### src/rtl/irq_mask_pkg.sv
package irq_mask_pkg;
  typedef enum logic {
    KIND_MASKABLE = 1'b0,
    KIND_NMI      = 1'b1
  } entry_kind_e;
endpackage

### src/rtl/irq_prio_sel.sv
module irq_prio_sel #(
  parameter int N_SRC = 8,
  parameter int VW    = $clog2(N_SRC + 1)
) (
  input  logic             nmi_n,
  input  logic             x_mask,
  input  logic             i_mask,
  input  logic [N_SRC-1:0] req,
  input  logic [N_SRC-1:0] req_en,
  output logic             hit,
  output logic             hit_nmi,
  output logic [VW-1:0]    hit_vec
);
  logic [N_SRC-1:0] pend;
  logic             mask_hit;
  logic [VW-1:0]    mask_vec;

  for (genvar g = 0; g < N_SRC; g++) begin : g_pend
    assign pend[g] = req[g] & req_en[g];
  end

  always_comb begin
    mask_hit = 1'b0;
    mask_vec = '0;
    for (int n = N_SRC - 1; n >= 0; n--) begin
      if (pend[n]) begin
        mask_hit = 1'b1;
        mask_vec = VW'(n + 1);
      end
    end
  end

  assign hit_nmi = ~nmi_n & ~x_mask;
  assign hit     = hit_nmi | (mask_hit & ~i_mask);
  assign hit_vec = hit_nmi ? '0 : mask_vec;
endmodule

### src/rtl/irq_entry_seq.sv
module irq_entry_seq
  import irq_mask_pkg::*;
#(
  parameter int VW = 4
) (
  input  logic          clk,
  input  logic          rst_n,
  input  logic          insn_done,
  input  logic          ctx_saved,
  input  logic          hit,
  input  logic          hit_nmi,
  input  logic [VW-1:0] hit_vec,
  output logic          take_q,
  output logic [VW-1:0] vec_q,
  output logic          ctx_fire,
  output entry_kind_e   kind_q
);
  logic busy_q;
  logic accept;

  assign accept   = insn_done & hit & ~busy_q;
  assign ctx_fire = ctx_saved & busy_q;

  always_ff @(posedge clk or negedge rst_n) begin
    if (!rst_n) begin
      busy_q <= 1'b0;
      take_q <= 1'b0;
      vec_q  <= '0;
      kind_q <= KIND_MASKABLE;
    end else begin
      take_q <= accept;
      if (accept) begin
        busy_q <= 1'b1;
        vec_q  <= hit_vec;
        kind_q <= hit_nmi ? KIND_NMI : KIND_MASKABLE;
      end else if (ctx_fire) begin
        busy_q <= 1'b0;
      end
    end
  end
endmodule

### src/rtl/irq_mask_regs.sv
module irq_mask_regs
  import irq_mask_pkg::*;
(
  input  logic        clk,
  input  logic        rst_n,
  input  logic        ctx_fire,
  input  entry_kind_e kind,
  input  logic        rti_load,
  input  logic        rti_x,
  input  logic        rti_i,
  input  logic        sw_wr,
  input  logic        sw_x,
  input  logic        sw_i,
  output logic        x_q,
  output logic        i_q
);
  always_ff @(posedge clk or negedge rst_n) begin
    if (!rst_n) begin
      x_q <= 1'b1;
      i_q <= 1'b1;
    end else if (ctx_fire) begin
      i_q <= 1'b1;
      if (kind == KIND_NMI) x_q <= 1'b1;
    end else if (rti_load) begin
      x_q <= rti_x;
      i_q <= rti_i;
    end else if (sw_wr) begin
      x_q <= x_q & sw_x;
      i_q <= sw_i;
    end
  end
endmodule

### src/rtl/irq_mask_ctrl.sv
module irq_mask_ctrl
  import irq_mask_pkg::*;
#(
  parameter int N_SRC = 8,
  localparam int VW   = $clog2(N_SRC + 1)
) (
  input  logic             clk,
  input  logic             rst_n,
  input  logic             nmi_n,
  input  logic [N_SRC-1:0] req,
  input  logic [N_SRC-1:0] req_en,
  input  logic             insn_done,
  input  logic             ctx_saved,
  input  logic             sw_wr,
  input  logic             sw_x,
  input  logic             sw_i,
  input  logic             rti_load,
  input  logic             rti_x,
  input  logic             rti_i,
  output logic             take_irq,
  output logic [VW-1:0]    vec_idx,
  output logic             x_mask,
  output logic             i_mask
);
  logic          hit, hit_nmi, ctx_fire;
  logic [VW-1:0] hit_vec;
  entry_kind_e   kind;

  irq_prio_sel #(.N_SRC(N_SRC), .VW(VW)) u_sel (
    .nmi_n(nmi_n), .x_mask(x_mask), .i_mask(i_mask), .req(req), .req_en(req_en),
    .hit(hit), .hit_nmi(hit_nmi), .hit_vec(hit_vec)
  );

  irq_entry_seq #(.VW(VW)) u_seq (
    .clk(clk), .rst_n(rst_n), .insn_done(insn_done), .ctx_saved(ctx_saved),
    .hit(hit), .hit_nmi(hit_nmi), .hit_vec(hit_vec),
    .take_q(take_irq), .vec_q(vec_idx), .ctx_fire(ctx_fire), .kind_q(kind)
  );

  irq_mask_regs u_regs (
    .clk(clk), .rst_n(rst_n), .ctx_fire(ctx_fire), .kind(kind),
    .rti_load(rti_load), .rti_x(rti_x), .rti_i(rti_i),
    .sw_wr(sw_wr), .sw_x(sw_x), .sw_i(sw_i),
    .x_q(x_mask), .i_q(i_mask)
  );
endmodule

### config.mk
export PLATFORM = sky130hd
export DESIGN_NAME = irq_mask_ctrl
export DESIGN_NICKNAME = d
export VERILOG_FILES = /design/src/rtl/irq_mask_pkg.sv /design/src/rtl/irq_prio_sel.sv /design/src/rtl/irq_entry_seq.sv /design/src/rtl/irq_mask_regs.sv /design/src/rtl/irq_mask_ctrl.sv
export SDC_FILE = /design/constraint.sdc
export NUM_CORES = 1
export LEC_CHECK = 0
export ABC_AREA = 0
export BUFFER_PORTS_ARGS = -buffer_cell sky130_fd_sc_hd__buf_2
export CELL_PAD_IN_SITES_DETAIL_PLACEMENT = 0
export CELL_PAD_IN_SITES_GLOBAL_PLACEMENT = 1
export CORE_MARGIN = 4
export CORE_UTILIZATION = 30
export DETAILED_ROUTE_END_ITERATION = 10
export PLACE_DENSITY = 0.81
export RECOVER_POWER = 100
export SLEW_MARGIN = 20
export SYNTH_ARGS = -nofsm -noshare
export SYNTH_HDL_FRONTEND = slang
export SYNTH_SLANG_ARGS = --single-unit
### constraint.sdc
create_clock -name clk -period 3.7 [get_ports clk]
set_input_delay 0.185 -clock clk [delete_from_list [all_inputs] [get_ports clk]]
set_output_delay 0.185 -clock clk [all_outputs]
set_load 0.005 [all_outputs]
==> out/results.ini <==
[outcome]
status=finished clean

[die]
initial_core_util_pct=33.52
die_area_sq_mm=0.002520
die_w_um=50.20
die_y_um=50.20
core_sq_mm=0.001594
io_pins=34
rows=14

[finish]
nets=121
drive_above_1_share_pct=37.63
final_area_sq_um=740.7
antennaDiodeCount=0
areaGrowthSynthToFinish_pct=38.64
fin_cells=117
nFillCells=169

[timing]
slew_headroom_pct=68.78
period_minus_slack_ns=1.802
rsz0062_at_grt=no
finalMaxSlewViolations=0
final-hold-violation-count=0
fin_tns_setup_ns=0
max_freq_mhz=555.0
period_share_pct=48.69
setup_violations=0
skew_ns=0.003830
worst_pin_slew_ns=0.4622

[placed_design]
portBuffers=33
dp.cells=112
dp.final_hpwl_um=1233
place.gp.congestion=0.7803
place_area_sq_um=729.5

[critical_path]
worst_setup_path_start_kind=register
worstReg2RegStart=u_seq.busy_q
worstPathArrival_ns=1.96
critPathKind=register to register
r2r_slack_ns=1.90
reg2reg_depth=4
worstReg2RegEnd=u_seq.vec_q[3]
cp_cell_sequence=or3b_1, a41oi_1, clkinv_1, a31o_1
path_max_fanout=6
slowest_stage=or3b_1
critPathRequiredTime_ns=3.85
max_stage_delay_ns=0.40
worst_setup_path_end_kind=register

[synth]
synth_edf_count=0
synth_ff_type=dfrtp_1
async_flop_share_pct=100.0
synth_common_cells=nand2_1, dfrtp_1, o21ai_0
synth_largest_area_cell=dfrtp_1
ys_seq_elements=9
synth_nets=82
avgSynthCellArea_sq_um=9.714
syn-cell-area_sq_um=534.3
synth_cells=55
synth_cell_types=25
yosysSeqAreaShare_pct=42.62
ys_top_cells_by_area=dfrtp_1, dfstp_2, a22oi_1
yosysMostFrequentCell=nand2_1
ys_warn_count=0
synth_top_area_share_pct=32.79

[detailed_routing]
vias=555
wl_met2_um=579
wirelength_um=1454
vias_per_cell=4.744
drc=0
ant_nets=0
highest_layer=met3
wl_per_cell_um=12.43
met1_length_um=694
drt_iter0_drc=3
drt_first_pass_iters=4
met3WireLength_um=180

[hold_path]
hold_class=input port to register
holdPathStages=3
holdPathEnd=u_regs.i_q
hp-start=rti_i

[global_routing]
grt_pass1_wl_um=2311
grt_start_max_net_pins=10
antenna_found_initial=0
overflow=0
gr-usage-all-layers_pct=11.82
grt_pass1_vias=535

[power]
p_per_area_mw_per_mm2=442.3
total_power_mw=0.3276
ir_drop_mv=0.2536
p_leak_nw=0.3629

[clocking]
cts_buffers=3
cts_buffer_depth=2
root_buffer=clkbuf_4
tritoncts=built
hold_buffers=1
cts_setup_buffers=0
cts_resized=0
clk_latency_ns=0.26
cts_sinks=9
clk_pin_slew_ns=0.07
htreeDepth=1

[flow_run]
max_cap_violations=0

## power by group
part           leakage (nW)  internal, mW  total, mW  switching, mW
clock                0.0177        0.0399     0.0766         0.0367
combinational         0.234        0.0514      0.105         0.0538
sequential            0.111         0.130      0.146         0.0157
## worst max path at each step
| stage | from | slack, ns | to |
|---|---|---|---|
| 5_1_grt | u_seq.busy_q | 1.73 | u_seq.vec_q[3] |
| 3_5_place_dp | u_seq.busy_q | 2.21 | u_seq.vec_q[3] |
| 4_1_cts | u_seq.busy_q | 2.20 | u_seq.vec_q[3] |
| 3_3_place_gp | u_seq.busy_q | 2.26 | u_seq.vec_q[3] |
| 2_1_floorplan | u_seq.busy_q | 2.31 | u_seq.vec_q[3] |
| 6_report | u_seq.busy_q | 1.90 | u_seq.vec_q[3] |
## kinds of logic (layout without fill, tap and decap cells)
| family | Yosys count | in the layout | synth area share, % |
|---|---|---|---|
| flops | 9 | 9 | 42.62 |
| mux | 2 | 2 | 3.981 |
| compound gates | 18 | 18 | 27.87 |
| buf+inv | 2 | 40 | 1.404 |
| simple gates | 24 | 24 | 24.12 |
## per-stage QoR
step | hold slack, ns | utilization [%] | setup slack, ns
after floorplan | -0.1106 | - | 2.306
after global placement | 0.04460 | 45.76 | 2.261
after detailed placement | 0.04655 | 45.76 | 2.214
after CTS | 0.1466 | 48.12 | 2.204
after global routing | 0.1650 | 46.47 | 1.731
final | 0.1509 | 46.47 | 1.898
## area by class of cell
cell class | count | area (sq um) | share of cell area (%)
timing repair buffer | 34 | 170.2 | 22.97
tap | 24 | 30.03 | 4.054
inverter | 2 | 7.507 | 1.014
sequential | 9 | 227.7 | 30.74
multi-input combinational | 44 | 277.8 | 37.50
clock inverter | 1 | 5.005 | 0.6757
clock buffer | 3 | 22.52 | 3.041
## registers in the layout, indices dropped and copies added, names as in the netlist
| name | count |
|---|---|
| u_seq.vec_q | 4 |
| u_regs.x_q | 1 |
| u_regs.i_q | 1 |
| u_seq.take_q | 1 |
| u_seq.kind_q | 1 |
| u_seq.busy_q | 1 |
## cell usage in the layout (no fill, tap or decap), types with 2 or more instances in the layout
master     n
dfstp_1    2
dfrtp_1    7
nand3_1    3
nand3b_1   3
a22oi_1    5
clkbuf_4   3
a32o_1     2
nand2_1   10
o21ai_0    6
clkbuf_1   4
buf_2     29
## per-layer routing
metal | up-vias | global-route usage (%)
met5 | - | 0
li1 | 288 | -
met2 | 28 | 17.17
met4 | 0 | 4.147
met3 | 0 | 5.917
met1 | 239 | 15.05
## worst max-delay path: cells and delay by family (launching register included)
kind	cells	cell delay, ns
simple gates	1	0.40
compound gates	2	0.66
buf+inv	1	0.24
flops	1	0.39
(Power assumes the default switching activity.)
